File: src/rtl/cam_cell_pkg.sv
// Package: shared operation codes for the lookup cell.
// Assumes: the op field is exactly two bits wide; the code values are fixed.
package cam_cell_pkg;

    typedef enum logic [1:0] {
        OP_IDLE  = 2'd0,
        OP_PROBE = 2'd1,
        OP_STORE = 2'd2,
        OP_SPARE = 2'd3
    } cell_op_e;

endpackage

File: src/rtl/cam_op_decode.sv
// Module: turns the raw two-bit op into one-hot strobes.
// Assumes: op is stable around the clock edge; idle and spare produce no strobe.
module cam_op_decode
    import cam_cell_pkg::*;
(
    input  logic [1:0] op,
    output logic       probe_en,
    output logic       store_en
);

    cell_op_e op_e;

    // Decode the operation code into strobes.
    always_comb begin
        op_e     = cell_op_e'(op);
        probe_en = 1'b0;
        store_en = 1'b0;
        case (op_e)
            OP_PROBE: probe_en = 1'b1;
            OP_STORE: store_en = 1'b1;
            default:  ;
        endcase
    end

endmodule

File: src/rtl/cam_tag_cmp.sv
// Module: equality comparator between the presented tag and the held tag.
// Assumes: both operands have the same width TAG_W.
module cam_tag_cmp #(
    parameter int TAG_W = 4
) (
    input  logic [TAG_W-1:0] probe_tag,
    input  logic [TAG_W-1:0] held_tag,
    output logic             equal
);

    logic [TAG_W-1:0] diff;

    // Compare bit by bit; any differing bit breaks equality.
    always_comb begin
        diff  = probe_tag ^ held_tag;
        equal = ~(|diff);
    end

endmodule

File: src/rtl/cam_store.sv
// Module: holding registers for the tag and the payload.
// Assumes: synchronous active-low reset; load strobe from the decoder.
module cam_store #(
    parameter int TAG_W  = 4,
    parameter int LOAD_W = 4
) (
    input  logic              clk,
    input  logic              rst_n,
    input  logic              load_en,
    input  logic [TAG_W-1:0]  tag_d,
    input  logic [LOAD_W-1:0] load_d,
    output logic [TAG_W-1:0]  tag_r,
    output logic [LOAD_W-1:0] load_r
);

    // Capture the tag and payload on a store; clear them on reset.
    always_ff @(posedge clk) begin
        if (!rst_n) begin
            tag_r  <= '0;
            load_r <= '0;
        end else if (load_en) begin
            tag_r  <= tag_d;
            load_r <= load_d;
        end
    end

    // a store shows up on the held registers after one edge.
    p_store_loads_r2: assert property (@(posedge clk) disable iff (!rst_n)
        load_en |=> (tag_r == $past(tag_d)) && (load_r == $past(load_d)));

endmodule

File: src/rtl/cam_cell.sv
// Module: one associative lookup cell with a held tag, a held payload and a sticky hit flag.
// Assumes: inputs change away from the rising edge; synchronous active-low reset.
module cam_cell
    import cam_cell_pkg::*;
#(
    parameter int TAG_W  = 4,
    parameter int LOAD_W = 4
) (
    input  logic              clk,
    input  logic              rst_n,
    input  logic [1:0]        op,
    input  logic [TAG_W-1:0]  tag_in,
    input  logic [LOAD_W-1:0] load_in,
    output logic [TAG_W-1:0]  tag_q,
    output logic [LOAD_W-1:0] load_q,
    output logic              hit
);

    logic probe_en;
    logic store_en;
    logic tag_eq;
    logic hit_r;

    cam_op_decode u_dec (
        .op       (op),
        .probe_en (probe_en),
        .store_en (store_en)
    );

    cam_store #(.TAG_W(TAG_W), .LOAD_W(LOAD_W)) u_store (
        .clk     (clk),
        .rst_n   (rst_n),
        .load_en (store_en),
        .tag_d   (tag_in),
        .load_d  (load_in),
        .tag_r   (tag_q),
        .load_r  (load_q)
    );

    cam_tag_cmp #(.TAG_W(TAG_W)) u_cmp (
        .probe_tag (tag_in),
        .held_tag  (tag_q),
        .equal     (tag_eq)
    );

    // Sticky hit flag: set by a probe result, cleared by a store, held otherwise.
    always_ff @(posedge clk) begin
        if (!rst_n)
            hit_r <= 1'b0;
        else if (store_en)
            hit_r <= 1'b0;
        else if (probe_en)
            hit_r <= tag_eq;
    end

    assign hit = hit_r;

    // a store leaves hit clear.
    p_store_clears_hit_r3: assert property (@(posedge clk) disable iff (!rst_n)
        (op == 2'd2) |=> !hit);

    // a probe with a matching tag raises hit.
    p_probe_match_r4: assert property (@(posedge clk) disable iff (!rst_n)
        (op == 2'd1 && tag_in == tag_q) |=> hit);

    // a probe with a different tag clears hit and keeps the contents.
    p_probe_miss_r5: assert property (@(posedge clk) disable iff (!rst_n)
        (op == 2'd1 && tag_in != tag_q) |=> (!hit && $stable(tag_q) && $stable(load_q)));

    // idle holds everything.
    p_idle_holds_r8: assert property (@(posedge clk) disable iff (!rst_n)
        (op == 2'd0) |=> ($stable(hit) && $stable(tag_q) && $stable(load_q)));

    // the spare code holds everything.
    p_spare_holds_r9: assert property (@(posedge clk) disable iff (!rst_n)
        (op == 2'd3) |=> ($stable(hit) && $stable(tag_q) && $stable(load_q)));

    // reset clears every output at the edge.
    p_reset_clears_r10: assert property (@(posedge clk)
        !rst_n |=> (!hit && tag_q == '0 && load_q == '0));

endmodule

File: config.mk
export PLATFORM = sky130hd
export DESIGN_NAME = cam_cell
export DESIGN_NICKNAME = d
export VERILOG_FILES = /design/src/rtl/cam_cell_pkg.sv /design/src/rtl/cam_op_decode.sv /design/src/rtl/cam_tag_cmp.sv /design/src/rtl/cam_store.sv /design/src/rtl/cam_cell.sv
export SDC_FILE = /design/constraint.sdc
export NUM_CORES = 1
export LEC_CHECK = 0
export BUFFER_PORTS_ARGS = -buffer_cell sky130_fd_sc_hd__clkbuf_2
export CAP_MARGIN = 20
export CORE_MARGIN = 2
export CORE_UTILIZATION = 25
export CTS_BUF_LIST = sky130_fd_sc_hd__clkbuf_4 sky130_fd_sc_hd__clkbuf_8
export DETAILED_ROUTE_END_ITERATION = 8
export PLACE_DENSITY = 0.49
export SLEW_MARGIN = 0
export SYNTH_ARGS = -nofsm -noshare
export SYNTH_HDL_FRONTEND = slang
export SYNTH_SLANG_ARGS = --single-unit
File: constraint.sdc
create_clock -name clk -period 1 [get_ports clk]
set_input_delay 0.2 -clock clk [delete_from_list [all_inputs] [get_ports clk]]
set_output_delay 0.2 -clock clk [all_outputs]
set_load 0.005 [all_outputs]
==> results of run 1 <==
## where the power goes
part / leakage, nW / switching (mW) / internal [mW]
Clock: 0.0184 / 0.124 / 0.181
Sequential: 0.0735 / 0.00967 / 0.374
Combinational: 0.146 / 0.0467 / 0.0547
## stage by stage
stage               instance area [sq um]  std cells  power (mW)  utilization, %  worst slack (ps)
floorplan                             392         47       0.447               -               232
global placement                      503         81       0.495            33.8              92.4
detailed placement                    503         81       0.496            33.8              45.7
CTS                                   533         85       0.806            35.8              45.5
global route                          533         85       0.837            35.8              8.37
finish                                533         85       0.790            35.8              51.3
## logic make-up (layout without fill, tap and decap cells)
logic type / Yosys count / in the layout / share of synthesized area (%)
XOR/XNOR: 4 / 4 / 8.94
buffers and inverters: 3 / 25 / 4.15
AO/OA/AOI/OAI: 9 / 9 / 16.9
flip-flops: 9 / 9 / 46.0
AND/OR/NAND/NOR: 22 / 22 / 24.0
## sequential cells by signal, indices dropped and copies added, names as in the netlist
register        cells
hit                 1
u_store.load_r      4
u_store.tag_r       4
## per-layer routing
metal	global-route usage [%]	up-vias	routed length [um]
met4	7.27	0	6
li1	-	197	-
met1	12.3	158	372
met5	0	-	0
met3	2.92	2	60
met2	13.8	11	371
## layout by cell type, fill, tap and decap left out, drive strengths merged
master | Yosys | routed
clkbuf | 1 | 24
nand2 | 16 | 16
dfxtp | 9 | 9
a21boi | 8 | 8
xnor2 | 4 | 4
nand3 | 3 | 3
nor2b | 2 | 2
nand2b | 1 | 1
o22ai | 1 | 1
buf | 2 | 1
## final cells by class
type,instances,area (sq um)
Multi-Input combinational cell,35,195
Tap cell,16,20.0
Clock buffer,4,30.0
Timing Repair Buffer,21,108
Fill cell,157,956
Sequential cell,9,180
## final timing paths
path / start / to / slack (ps) / cells past startpoint
worst max-delay path: u_store.tag_r[3] / tag_q[3] / 50 / 1
worst min-delay path: load_in[2] / u_store.load_r[2] / 160 / 3
worst max register to register: u_store.tag_r[0] / hit / 180 / 3
worst min register to register: u_store.load_r[2] / u_store.load_r[2] / 450 / 2
==> reports/qor.yml, run 1 <==
cts_buffer_depth: 2
syn_area_per_cell_sq_um: 8.33
drc: 0
post_cts_buffers: 0
fmaxAchievable_mhz: 1050
slew_headroom_pct: 77.3
worstMarginPinSlew_ps: 340
wl_per_cell_um: 9.54
design.final.nets: 82
yosysTopAreaCellShare_pct: 46.0
slowest_delay_ps: 360
numPortBuffers: 20
initial_core_util_pct: 26.3
routed_via_density: 4.33
rows: 14
grt_pass1_vias: 319
hp-class: "in -> reg"
cp_max_fo: 3
arrival_ps: 750
yosys.area.top_type: "dfxtp_1"
syn_inst: 47
path_buf_inv: 1
root_buffer: "clkbuf_4"
core_area_sq_mm: 0.00149
gp_congestion: 0.676
yosysMostFrequentCell: "nand2_1"
dieArea_sq_mm: 0.00190
synth_seq_cells: 9
finalMaxSlewViolations: 0
maxCapViolations: 0
setup_viol: 0
cts_sinks: 9
cts_resized: 0
cts_tree: "yes"
synth_edf_count: 0
synth_seq_area_share_pct: 46.0
clkTransAtPathRegs_ps: 60
cts_buffers: 3
grt-ovfl-total: 0
detail_route.iter0.violations: 3
p_leak_nw: 0.238
n_antenna_cell: 0
insertion_delay_ps: 260
synth_area_leaders: "dfxtp_1, a21boi_1, nand2_1"
syn_area_sq_um: 392
path_cells: "clkbuf_2"
cp.required_ps: 800
max-vdd-ir-drop_uv: 646
antenna_found_initial: 0
outcome: "complete, no violations"
grt_pass1_wl_mm: 1.37
grt_max_degree: 11
io_pins: 21
rsz0062_at_grt: "no"
powerDensity_mw_per_mm2: 1480
hold_buffers: 0
drtPass1Iterations: 3
grtUsageTotal_pct: 9.75
drive_above_1_share_pct: 36.2
whs_ps: 156
syn_to_final_growth_pct: 36.1
synth_ff_type: "dfxtp_1"
die_h_um: 43.6
fin_crit_sh_pct: 94.9
vias: 368
worstSetupPathType: "reg -> out"
finalHoldViolCount: 0
cp-start-kind: "register"
ctsHtreeMaxLevel: 1
crit_path_top_delay_cell: "dfxtp_1"
async_flop_share_pct: 0
yosys-top-cells-count: "nand2_1, dfxtp_1, a21boi_1, xnor2_1, nand3_1"
wl_um: 811
crit_family: "flip-flops"
yosys_warnings: 0
postRouteAntennaNets: 0
cp-end-kind: "output port"
die_w_um: 43.6
setup_tns_ps: 0
netlist-cell-type-count: 11
clock_skew_ps: 5.19
syn_nets: 59
finalCriticalPeriod_ps: 949
Power figures use the tool's default switching activity.
==> run 2, diff against run 1 <==
--- a/config.mk
+++ b/config.mk
@@ -13,3 +13,3 @@
 export DETAILED_ROUTE_END_ITERATION = 8
-export PLACE_DENSITY = 0.49
+export PLACE_DENSITY = 0.48
 export SLEW_MARGIN = 0
@@ -17,2 +17,3 @@
 export SYNTH_HDL_FRONTEND = slang
+export SYNTH_HIERARCHICAL = 1
 export SYNTH_SLANG_ARGS = --single-unit
==> constraint.sdc (replaced) <==
create_clock -name clk -period 1 [get_ports clk]
set_input_delay 0.3 -clock clk [delete_from_list [all_inputs] [get_ports clk]]
set_output_delay 0.3 -clock clk [all_outputs]
set_load 0.005 [all_outputs]
==> run 2 against run 1 <==
Compared with the run above: the run now ends with setup timing left; global-route usage down 0.23 points; critical path depth up 1; first-iteration DRC count decreased by 33%; flip-flop and latch count did not move; sequential power grew 1%; worst hold slack gained 150 ps; largest cell class unchanged; largest power group unchanged.
==> reports/qor.yml, run 2 <==
outcome: "complete, but fails checks"
routed_via_density: 4.22
rsz0062_at_grt: "yes"
maxCapViolations: 0
root_buffer: "clkbuf_4"
grt_pass1_vias: 335
postRouteAntennaNets: 0
seq_power_share_pct: 47.2
antenna_found_initial: 0
fin_crit_sh_pct: 109
swShare_pct: 22.5
fmaxAchievable_mhz: 920
crit_path_top_delay_cell: "dfxtp_2"
cp.required_ps: 700
switching_power_uw: 185
worstSetupPathType: "reg -> out"
gp_congestion: 0.670
die_h_um: 44.3
hp-class: "in -> reg"
syn_to_final_growth_pct: 54.8
insertion_delay_ps: 250
cts_buffer_depth: 2
p_int_uw: 639
detail_route.iter0.violations: 2
wl_um: 796
final_common_cell: "clkbuf_2"
cts_sinks: 9
syn_area_per_cell_sq_um: 11.6
synth_xor_area_share_pct: 8.62
yosys_warnings: 6
p_leak_nw: 0.301
cts_buffers: 3
synth_seq_cells: 9
yosysTopAreaCellShare_pct: 44.3
clock_skew_ps: 0.0339
pwr-share-comb_pct: 16.0
netlist-cell-type-count: 8
finalCriticalPeriod_ps: 1090
drive_above_1_share_pct: 67.7
final_cell_mix: "clkbuf_2, mux2i_1, dfxtp_2"
synth_seq_area_share_pct: 44.3
hold_buffers: 0
slew_headroom_pct: 89.3
die_w_um: 44.3
drtPass1Iterations: 2
cts_tree: "yes"
violations: "setup timing"
synth_edf_count: 0
drc: 0
grt_max_degree: 10
yosys.area_share.simple_pct: 22.2
cp-start-kind: "register"
initial_core_util_pct: 26.7
path_buf_inv: 2
finalHoldViolCount: 0
grt-ovfl-total: 0
ctsHtreeMaxLevel: 1
synth_area_leaders: "dfxtp_1, mux2i_1, nor2b_1"
syn_inst: 35
whs_ps: 303
synth_mux_area_share_pct: 22.2
io_pins: 21
cp-end-kind: "output port"
clkTransAtPathRegs_ps: 60
grtUsageTotal_pct: 9.52
dieArea_sq_mm: 0.00197
p_total_uw: 824
rows: 14
cp_max_fo: 2
async_flop_share_pct: 0
vias: 342
design.final.nets: 78
max-vdd-ir-drop_uv: 827
yosys-top-cells-count: "dfxtp_1, mux2i_1, nor2b_1, xor2_1"
numPortBuffers: 20
grt_pass1_wl_mm: 1.36
path_cells: "buf_6 > clkbuf_2"
synth_ff_type: "dfxtp_1"
synthAdderAreaFrac_pct: 0
powerDensity_mw_per_mm2: 1310
setup_viol: 5
synth_compound_area_share_pct: 0
dp_slack_ps: -137
worstMarginPinSlew_ps: 156
core_area_sq_mm: 0.00152
wl_per_cell_um: 9.83
arrival_ps: 790
syn_nets: 47
crit_family: "flip-flops"
syn_area_sq_um: 407
slowest_delay_ps: 330
synth_top_family_by_area: "multiplexers"
fin_ws_ps: -87.1
yosys.area.top_type: "dfxtp_1"
finalMaxSlewViolations: 0
n_antenna_cell: 0
p_clk_share_pct: 36.9
==> run 2: changes by cell type after synthesis, sizes merged, moves of 3 or more <==
cell    change
xnor2       -4
nor2b       +7
xor2        +4
a21boi      -8
nand3       -3
nand2      -16
mux2i       +9
==> run 2: power groups by stage <==
stage,registers [mW],clock network (mW),logic (mW)
final,0.389,0.304,0.132
after global routing,0.391,0.341,0.147
after CTS,0.388,0.320,0.133
after detailed placement,0.393,0,0.128
after global placement,0.392,0,0.128
after floorplan,0.395,0,0.0614
==> run 2: area by class of cell <==
class	instances	area [sq um]
Clock buffer	4	30.0
Fill cell	148	895
Timing Repair Buffer	27	170
Multi-Input combinational cell	25	218
Tap cell	16	20.0
Sequential cell	9	191
==> run 2: metal layers <==
layer  GRT usage (%)  up-vias  share of wire, %
li1                -      179                 -
met1            11.7      151                46
met3            2.86        2               7.4
met4            5.45        0              0.75
met5               0        -                 0
met2            14.7       10                46
==> run 2: per-stage QoR <==
stage | util, % | TNS [ps] | instance area (sq um) | std cells
3_5_place_dp | 37.0 | -854 | 564 | 76
5_1_grt | 41.3 | -637 | 629 | 81
2_1_floorplan | - | -35.3 | 410 | 35
6_report | 41.3 | -312 | 629 | 81
4_1_cts | 40.8 | -395 | 622 | 81
3_3_place_gp | 37.0 | -786 | 564 | 76
==> run 2: what timing repair did <==
item / 4_1_cts / 5_1_grt
buffers inserted: 1 / 0
gates resized for setup: 10 / 2
pin swaps: 1 / 0
endpoints found under the setup margin: 9 / 10
==> run 2: kinds of logic after synthesis <==
logic type	Yosys count
DFF	9
and+or+nand+nor	12
xor gates and xnor gates	4
buffers and inverters	1
muxes	9
==> run 2: worst paths after layout <==
kind / from / end / cells after the start / slack (ps)
max: u_store/tag_r[2] / tag_q[2] / 2 / -90
min: load_in[2] / u_store/load_r[2] / 3 / 300
max reg2reg: u_store/tag_r[2] / hit / 4 / -50
min reg2reg: u_store/load_r[1] / u_store/load_r[1] / 2 / 500
==> run 2: worst min-delay path: stages <==
cell and delay [ps]:
clkbuf_2 70, mux2i_1 60, nor2b_1 90
